## config.mk

```make
export PLATFORM = sky130hd
export DESIGN_NAME = l34_filter_match
export DESIGN_NICKNAME = d
export VERILOG_FILES = /design/src/rtl/l34_filter_match.sv
export SDC_FILE = /design/constraint.sdc
export NUM_CORES = 1
export LEC_CHECK = 0
export CAP_MARGIN = 20
export CORE_MARGIN = 2
export CORE_UTILIZATION = 59
export CTS_BUF_LIST = sky130_fd_sc_hd__clkbuf_2 sky130_fd_sc_hd__clkbuf_4 sky130_fd_sc_hd__clkbuf_8
export CTS_CLUSTER_DIAMETER = 60
export DETAILED_ROUTE_END_ITERATION = 7
export DONT_BUFFER_PORTS = 1
export GPL_TIMING_DRIVEN = 0
export HOLD_SLACK_MARGIN = 0.12
export PLACE_DENSITY = 0.75
export RECOVER_POWER = 25
export SYNTH_ARGS = -nofsm -noshare
export SYNTH_HDL_FRONTEND = slang
export SYNTH_SLANG_ARGS = --single-unit
```

## constraint.sdc

```tcl
create_clock -name clk -period 10.4 [get_ports clk]
set_input_delay 0.52 -clock clk [delete_from_list [all_inputs] [get_ports clk]]
set_output_delay 0.52 -clock clk [all_outputs]
set_load 0.01 [all_outputs]
```

## src/rtl/l34_filter_match.sv

```systemverilog
module l34_filter_match #(
  parameter int IDX_W = 8
) (
  input  logic         clk,
  input  logic         rst_n,
  input  logic         in_valid,
  input  logic         in_sof,
  input  logic         in_eof,
  input  logic [7:0]   in_data,
  input  logic         cfg_src_en,
  input  logic         cfg_src_inv,
  input  logic [4:0]   cfg_src_mask,
  input  logic [127:0] cfg_src_addr,
  input  logic         cfg_dst_en,
  input  logic         cfg_dst_inv,
  input  logic [4:0]   cfg_dst_mask,
  input  logic [127:0] cfg_dst_addr,
  input  logic         cfg_l4_udp,
  input  logic         cfg_sp_en,
  input  logic         cfg_sp_inv,
  input  logic [15:0]  cfg_sp,
  input  logic         cfg_dp_en,
  input  logic         cfg_dp_inv,
  input  logic [15:0]  cfg_dp,
  output logic         res_valid,
  output logic         res_match
);
  localparam logic [IDX_W-1:0] ET_HI  = IDX_W'(12);
  localparam logic [IDX_W-1:0] ET_LO  = IDX_W'(13);
  localparam logic [IDX_W-1:0] V4_VH  = IDX_W'(14);
  localparam logic [IDX_W-1:0] V4_PR  = IDX_W'(23);
  localparam logic [IDX_W-1:0] V4_SA  = IDX_W'(26);
  localparam logic [IDX_W-1:0] V4_SZ  = IDX_W'(29);
  localparam logic [IDX_W-1:0] V4_DA  = IDX_W'(30);
  localparam logic [IDX_W-1:0] V4_DZ  = IDX_W'(33);
  localparam logic [IDX_W-1:0] V6_PR  = IDX_W'(20);
  localparam logic [IDX_W-1:0] V6_SA  = IDX_W'(22);
  localparam logic [IDX_W-1:0] V6_SZ  = IDX_W'(37);
  localparam logic [IDX_W-1:0] V6_DA  = IDX_W'(38);
  localparam logic [IDX_W-1:0] V6_DZ  = IDX_W'(53);
  localparam logic [IDX_W-1:0] V6_L4  = IDX_W'(54);
  localparam logic [IDX_W-1:0] ETH_SZ = IDX_W'(14);
  localparam logic [7:0] PROTO_TCP = 8'd6;
  localparam logic [7:0] PROTO_UDP = 8'd17;

  logic [IDX_W-1:0] idx_q, cur, l4_off;
  logic [15:0]  etype_q, sp_q, dp_q;
  logic [3:0]   ihl_q;
  logic [7:0]   proto_q;
  logic [127:0] src_q, dst_q;
  logic         src_done, dst_done, sp_done, dp_done, pend_q;

  assign cur = in_sof ? '0 : idx_q;

  logic is4, is6, fam4, fam_ok;
  assign is4    = etype_q == 16'h0800;
  assign is6    = etype_q == 16'h86DD;
  assign fam4   = is4 && (ihl_q >= 4'd5);
  assign fam_ok = fam4 || is6;
  assign l4_off = is6 ? V6_L4 : ETH_SZ + IDX_W'({ihl_q, 2'b00});

  logic src_win, dst_win, pr_hit;
  assign src_win = (is4 && cur >= V4_SA && cur <= V4_SZ) || (is6 && cur >= V6_SA && cur <= V6_SZ);
  assign dst_win = (is4 && cur >= V4_DA && cur <= V4_DZ) || (is6 && cur >= V6_DA && cur <= V6_DZ);
  assign pr_hit  = (is4 && cur == V4_PR) || (is6 && cur == V6_PR);

  always_ff @(posedge clk or negedge rst_n) begin
    if (!rst_n) begin
      idx_q    <= '0;
      etype_q  <= '0;
      ihl_q    <= '0;
      proto_q  <= '0;
      src_q    <= '0;
      dst_q    <= '0;
      sp_q     <= '0;
      dp_q     <= '0;
      src_done <= 1'b0;
      dst_done <= 1'b0;
      sp_done  <= 1'b0;
      dp_done  <= 1'b0;
      pend_q   <= 1'b0;
    end else begin
      pend_q <= in_valid & in_eof;
      if (in_valid) begin
        idx_q <= (cur == '1) ? cur : cur + 1'b1;
        if (in_sof) begin
          etype_q  <= '0;
          ihl_q    <= '0;
          proto_q  <= '0;
          src_done <= 1'b0;
          dst_done <= 1'b0;
          sp_done  <= 1'b0;
          dp_done  <= 1'b0;
        end
        if (cur == ET_HI) etype_q[15:8] <= in_data;
        if (cur == ET_LO) etype_q[7:0]  <= in_data;
        if (is4 && cur == V4_VH) ihl_q <= in_data[3:0];
        if (pr_hit) proto_q <= in_data;
        if (src_win) src_q <= {src_q[119:0], in_data};
        if (dst_win) dst_q <= {dst_q[119:0], in_data};
        if ((is4 && cur == V4_SZ) || (is6 && cur == V6_SZ)) src_done <= 1'b1;
        if ((is4 && cur == V4_DZ) || (is6 && cur == V6_DZ)) dst_done <= 1'b1;
        if (fam_ok) begin
          if (cur == l4_off || cur == l4_off + 1'b1)       sp_q <= {sp_q[7:0], in_data};
          if (cur == l4_off + 2'd2 || cur == l4_off + 2'd3) dp_q <= {dp_q[7:0], in_data};
          if (cur == l4_off + 1'b1) sp_done <= 1'b1;
          if (cur == l4_off + 2'd3) dp_done <= 1'b1;
        end
      end
    end
  end

  logic [6:0]   cnt6;
  logic [127:0] m6;
  logic [31:0]  m4s, m4d;
  assign cnt6 = {cfg_dst_mask[1:0], cfg_src_mask};
  assign m6   = {128{1'b1}} << cnt6;
  assign m4s  = {32{1'b1}} << cfg_src_mask;
  assign m4d  = {32{1'b1}} << cfg_dst_mask;

  logic src_eq, dst_eq, src_ok, dst_ok, l4_ok, sp_ok, dp_ok, match_c;
  assign src_eq = is6 ? ~|((src_q ^ cfg_src_addr) & m6)
                      : ~|((src_q[31:0] ^ cfg_src_addr[31:0]) & m4s);
  assign dst_eq = is6 ? ~|((dst_q ^ cfg_dst_addr) & m6)
                      : ~|((dst_q[31:0] ^ cfg_dst_addr[31:0]) & m4d);
  assign src_ok = fam_ok && src_done && (src_eq ^ cfg_src_inv);
  assign dst_ok = fam_ok && dst_done && (dst_eq ^ cfg_dst_inv);
  assign l4_ok  = fam_ok && (proto_q == (cfg_l4_udp ? PROTO_UDP : PROTO_TCP));
  assign sp_ok  = l4_ok && sp_done && ((sp_q == cfg_sp) ^ cfg_sp_inv);
  assign dp_ok  = l4_ok && dp_done && ((dp_q == cfg_dp) ^ cfg_dp_inv);
  assign match_c = (!cfg_src_en || src_ok) && (!cfg_dst_en || dst_ok) &&
                   (!cfg_sp_en || sp_ok) && (!cfg_dp_en || dp_ok);

  assign res_valid = pend_q;
  assign res_match = pend_q && match_c;
endmodule


```

# Word-level counts from Yosys, hierarchy flattened
# Cells that the tools add are included.
# classes
addsub,5
magnitude_cmp,9
n_eq_ne,19
shifts,3
muxes,22
bitwise,13
n_reduce_logical,69
# ops
op,n
$and 128x128->128,2
$reduce_or 128->1,2
$xor 128x128->128,2
$shl 128x7->128 const A,1
$and 32x32->32,2
$reduce_or 32->1,2
$shl 32x5->32 const A,2
$xor 32x32->32,2
$mux 8,6
$eq 16x16->1,2
$logic_and 1x1->1,29
$eq 8x4->1 const B,3
$eq 8x5->1 const B,3
$eq 8x6->1 const B,3
$eq 8x8->1,3
$ge 8x5->1 const B,3
$le 8x6->1 const B,3
$add 7x2->8 const B,2
$eq 16x12->1 const B,1
$eq 16x16->1 const B,1
$mux 16,1
$reduce_and 2->1,8
$logic_or 1x1->1,12
$reduce_bool 2->1,6
17 further kinds,39
# word_totals
reg_bits,329
input_bits,320
out_inout_bits,2
wordCells,154

# Logic depth before layout (Yosys ltp)
# depth
ltp_word,12
depth_mapped,16
depth_no_buf,14

# Least setup slack after synthesis
# OpenSTA, ideal clock, no wires.
# synth_timing
kind,register to register
startpoint,reg etype_q[1]
endpoint,reg dp_q[10]
setup_time_ns,0.125
t_arrival_ns,3.569
required_ns,10.275
slack_ns,6.705
path_stages_with_launch,14
path_buffers,2
synth_period_minus_slack_ns,3.695
path_cell_list,dfrtp_1 or4_4 or3_4 or4_4 nand2_4 ha_1 nor4b_1 a31oi_1 a2bb2oi_1 nor4_2 o21a_1 buf_6 buf_12 mux2_4
# synth_between
elab_chain_cells,6
word_cells_on_any_way,11
cone_classes,add/sub: 2; eq/ne: 4; mux: 1; reduce/logical: 4
# synth_lines
element,line_no,rtl
from (decl),47,"logic [15:0] etype_q, sp_q, dp_q;"
from (signal assigned),96,if (cur == ET_LO) etype_q[7:0] <= in_data;
$eq 16x16->1,57,assign is6 = etype_q == 16'h86DD;
$mux 7,60,"assign l4_off = is6 ? V6_L4 : ETH_SZ + IDX_W'({ihl_q, 2'b00});"
$add 7x2->8,105,"if (cur == l4_off + 2'd2 || cur == l4_off + 2'd3) dp_q <= {dp_q[7:0], in_data};"
$eq 8x8->1,105,
$logic_or 1x1->1,105,
$reduce_and 3->1 (no source line) (*),n/a,
to (signal assigned),105,
to (decl),47,
# Every way passes the cells marked *; elsewhere a longest branch is shown, timed or not.
# A chain may end at the register's enable or synchronous reset.

# Worst setup path after layout
# layout_timing
startpoint,in cfg_src_mask[3]
endpoint,out res_match
# layout_between
elab_chain_cells,12
word_cells_on_any_way,23
cone_classes,shift: 2; mux: 2; bitwise: 5; reduce/logical: 14
# layout_lines
element,line_no,rtl
from (decl),12,"input logic [4:0] cfg_src_mask,"
$shl 128x7->128 / $shl 32x5->32 (equally long branches),"117, 118",
$and 128x128->128 (tied with other cells),122,assign src_eq = is6 ? ~|((src_q ^ cfg_src_addr) & m6)
$reduce_or 128->1 (tied with other cells),122,
$logic_not 1->1 (on tied branches),"122, 123, 124",
$mux 1 (on tied branches),"122, 124",
$xor 1x1->1 (on tied branches),"126, 127",
$logic_and 1x1->1 (on tied branches),"126, 127",
$logic_or 1x1->1,131,assign match_c = (!cfg_src_en || src_ok) && (!cfg_dst_en || dst_ok) &&
$logic_and 1x1->1 (*) (2 in series),131,
$logic_and 1x1->1 (*),132,(!cfg_sp_en || sp_ok) && (!cfg_dp_en || dp_ok);
$logic_and 1x1->1 (*),135,assign res_match = pend_q && match_c;
to (decl),26,output logic res_match
# Marks and branches as above.

==> impl_metrics.py <==
metrics = {
    "run_status": {
        "status": "finished clean",
    },
    "placed_design": {
        "preCtsSetupSlack_ns": 4.62,
        "place_congestion": 1.04,
        "postPlaceCellArea_mm2": 0.0198,
        "detailed_place_hpwl_um": 55400,
        "place.port_buffers": 0,
    },
    "logic_synthesis": {
        "dominantRegCellSynth": "sky130_fd_sc_hd__dfrtp_1",
        "portion_of_the_post_synthesis_area_used_by_sequential_elements_pct": 42.9,
        "netlist_instances": 1824,
        "synth_cell_type_count": 78,
        "synth_nets": 2152,
        "synth_top_cells_by_count": "329 x sky130_fd_sc_hd__dfrtp_1, 271 x sky130_fd_sc_hd__mux2_2, 155 x sky130_fd_sc_hd__xor2_1",
        "asyncSetResetFlopFracSynth_pct": 100,
        "synth_top_area_cell": "sky130_fd_sc_hd__dfrtp_1",
        "synth-warning-count": 0,
        "synth_largest_type_area_fraction_pct": 42.9,
        "synth_area_mm2": 0.0192,
        "synth_top_cells_by_area": "sky130_fd_sc_hd__dfrtp_1 43%, sky130_fd_sc_hd__mux2_2 16%, sky130_fd_sc_hd__xor2_1 7.1%",
        "yosys.cell_count.top_type": "sky130_fd_sc_hd__dfrtp_1",
        "postSynthRegisterBits": 329,
        "synth_enable_flop_cells": 0,
        "synthesis.area_per_instance_um2": 10.5,
    },
    "timing": {
        "final_min_period_over_clock_period_pct": 59.4,
        "clock-skew-final_ns": 0.0298,
        "finalSetupViolCount": 0,
        "hold-worst-slack_ns": 0.251,
        "worst_slack_ns": 4.22,
        "finalHoldViolations": 0,
        "setup_repair_after_global_routing_missed_its_margin": "false",
        "worst_pin_slew_ns": 1.04,
        "final.min_clock_period_ns": 6.18,
        "slew-limit-headroom_pct": 30.3,
        "clock.fmax_mhz": 162,
        "tns_ns": 0,
        "finalMaxSlewViolations": 0,
    },
    "job": {
        "max_cap_viol_count": 0,
    },
    "clock_network": {
        "postCtsSetupBuffers": 0,
        "clock-root-buffer": "sky130_fd_sc_hd__clkbuf_8",
        "cts_tree": "done",
        "cts.path.max_buffers": 3,
        "h_tree_level_count": 2,
        "worst_setup_hold_path_clk_slew_ns": 0.06,
        "clk_latency_ns": 0.67,
        "cts_inserted_buffers": 54,
        "tritoncts_num_sinks": 329,
    },
    "detailed_routing": {
        "drt-pass1-iter-count": 6,
        "vias": 15914,
        "routed_wl_um": 73200,
        "routedWlPerCell_um": 30.7,
        "number_of_routed_nets_with_antenna_violations": 0,
        "routed_via_density": 6.68,
        "remaining_drc_errors": 0,
        "detail_route.iter0.violations": 1505,
    },
    "finish": {
        "utilization_pct": 65.6,
        "post-route-cell-area_mm2": 0.0212,
        "area_growth_from_synthesis_to_layout_pct": 10.4,
        "fraction_of_layout_instances_using_a_drive_strength_above_1_pct": 21.8,
        "nNetsFinal": 2220,
    },
    "critical_path": {
        "critPathArrivalTime_ns": 5.66,
        "critPathKind": "primary input to primary output",
        "end_kind": "primary output",
        "cp-start-kind": "primary input",
        "crit_path_max_fanout": 10,
        "worst_ep_required_time_ns": 9.88,
    },
    "grt": {
        "number_of_global_route_vias_before_repair": 15907,
        "overall_global_routing_usage_pct": 42.3,
        "grt_max_degree": 330,
        "wire_length_of_the_first_global_routing_pass_um": 104000,
        "grt_antenna_before_repair": 3,
        "gr-total-overflow": 0,
    },
    "power_and_ir_drop": {
        "p_per_area_mw_per_mm2": 138,
        "peakVddDrop_mv": 0.136,
        "p_leak_uw": 0.00967,
    },
    "floorplan": {
        "chipHeight_um": 184,
        "core_area_mm2": 0.0323,
        "start_util_pct": 59.5,
        "boundaryPins": 322,
        "die_width_um": 184,
        "die-area_mm2": 0.0340,
        "fp-row-count": 66,
    },
    "worst_hold_path": {
        "hold_class": "primary input to register",
    },
}
==> per-layer routing <==
layer | part of all wire [%] | up-vias | GRT usage [%]
met5 | 0.040 | - | 0
met4 | 5.4 | 4 | 21.4
met3 | 11 | 261 | 12.3
met2 | 46 | 1020 | 66.8
met1 | 38 | 7886 | 53.0
li1 | - | 6743 | -
==> path summary, 6_finish.rpt <==
path | from | to | slack (ns) | cells past startpoint
setup / recovery | cfg_src_mask[3] | res_match | 4.22 | 13
hold / removal | in_valid | proto_q[3] | 0.25 | 3
setup reg to reg | etype_q[11] | dp_q[12] | 6.00 | 15
hold reg to reg | etype_q[1] | etype_q[1] | 0.49 | 2
max in group asynchronous | rst_n | dp_q[10] | 8.56 | 3
min in group asynchronous | rst_n | dst_q[111] | 0.49 | 2
==> what timing repair did <==
action                                  4_1_cts  5_1_grt
gates resized for setup                       0        0
endpoints found under the setup margin        0        0
endpoints found under the hold margin       390      159
hold buffers                                 10        1
==> through the flow <==
stage | instances | power (µW)
floorplan | 1824 | 1480
global placement | 2266 | 1580
CTS | 2378 | 2910
global route | 2381 | 3000
finish | 2381 | 2920
detailed placement | 2266 | 1580
==> sequential cells by signal (all words and copies together), names as in the netlist <==
name / count
dst_q: 128
src_q: 128
dp_q: 16
etype_q: 16
sp_q: 16
idx_q: 8
proto_q: 8
ihl_q: 4
dp_done: 1
dst_done: 1
res_valid: 1
sp_done: 1
src_done: 1
==> report_power, final <==
group / total (µW) / internal, µW / switching, µW
registers: 1290 / 1280 / 3.23
logic: 319 / 93.2 / 226
clock network: 1310 / 759 / 551
==> placed cells by master (no fill, tap or decap), types with 10 or more instances in the layout <==
cell,instances
sky130_fd_sc_hd__buf_2,15
sky130_fd_sc_hd__dlygate4sd3_1,10
sky130_fd_sc_hd__xor2_1,155
sky130_fd_sc_hd__or4_1,11
sky130_fd_sc_hd__clkbuf_1,78
sky130_fd_sc_hd__o21ai_0,83
sky130_fd_sc_hd__nand3_1,45
sky130_fd_sc_hd__a21oi_1,103
sky130_fd_sc_hd__a2111oi_0,14
sky130_fd_sc_hd__a31oi_1,16
sky130_fd_sc_hd__nand2_1,132
sky130_fd_sc_hd__o211ai_1,19
sky130_fd_sc_hd__nand4_1,28
sky130_fd_sc_hd__mux2_4,10
sky130_fd_sc_hd__a22oi_1,20
sky130_fd_sc_hd__nor4_1,16
sky130_fd_sc_hd__xnor2_1,148
sky130_fd_sc_hd__nor2_1,78
sky130_fd_sc_hd__mux2_2,271
sky130_fd_sc_hd__and2_1,11
sky130_fd_sc_hd__clkbuf_8,72
sky130_fd_sc_hd__inv_1,15
sky130_fd_sc_hd__nor3_1,32
sky130_fd_sc_hd__clkbuf_4,17
sky130_fd_sc_hd__dfrtp_1,329
sky130_fd_sc_hd__a211oi_1,14
==> cells by family after synthesis <==
group / after synthesis / synth area share, %
adder cells (fa/ha/maj): 12 / 0.730
AO/OA/AOI/OAI: 360 / 12.1
AND/OR/NAND/NOR: 409 / 10.6
buffers and inverters: 120 / 2.59
XOR/XNOR: 304 / 13.9
multiplexers: 290 / 17.2
flip-flops: 329 / 42.9
==> final cells by class <==
type | instances | area (µm²)
Antenna cell | 1 | 2.50
Buffer | 104 | 437
Clock buffer | 89 | 1120
Clock inverter | 13 | 160
Fill cell | 2468 | 11100
Inverter | 16 | 60.1
Multi-Input combinational cell | 1375 | 10500
Sequential cell | 329 | 8230
Tap cell | 442 | 553
Timing Repair Buffer | 12 | 155
==> critical path: stages <==
cell and delay (ns):
sky130_fd_sc_hd__clkbuf_1 0.28, sky130_fd_sc_hd__buf_2 0.28, sky130_fd_sc_hd__clkbuf_1 0.53, sky130_fd_sc_hd__buf_1 0.76, sky130_fd_sc_hd__nand4_1 0.63, sky130_fd_sc_hd__a221oi_1 0.59
sky130_fd_sc_hd__nand4_1 0.17, sky130_fd_sc_hd__nor4_1 0.29, sky130_fd_sc_hd__o2111ai_1 0.17, sky130_fd_sc_hd__o41ai_1 0.83, sky130_fd_sc_hd__xor2_1 0.19, sky130_fd_sc_hd__nand3_1 0.09
sky130_fd_sc_hd__a22oi_1 0.32
(Power assumes the default switching activity.)
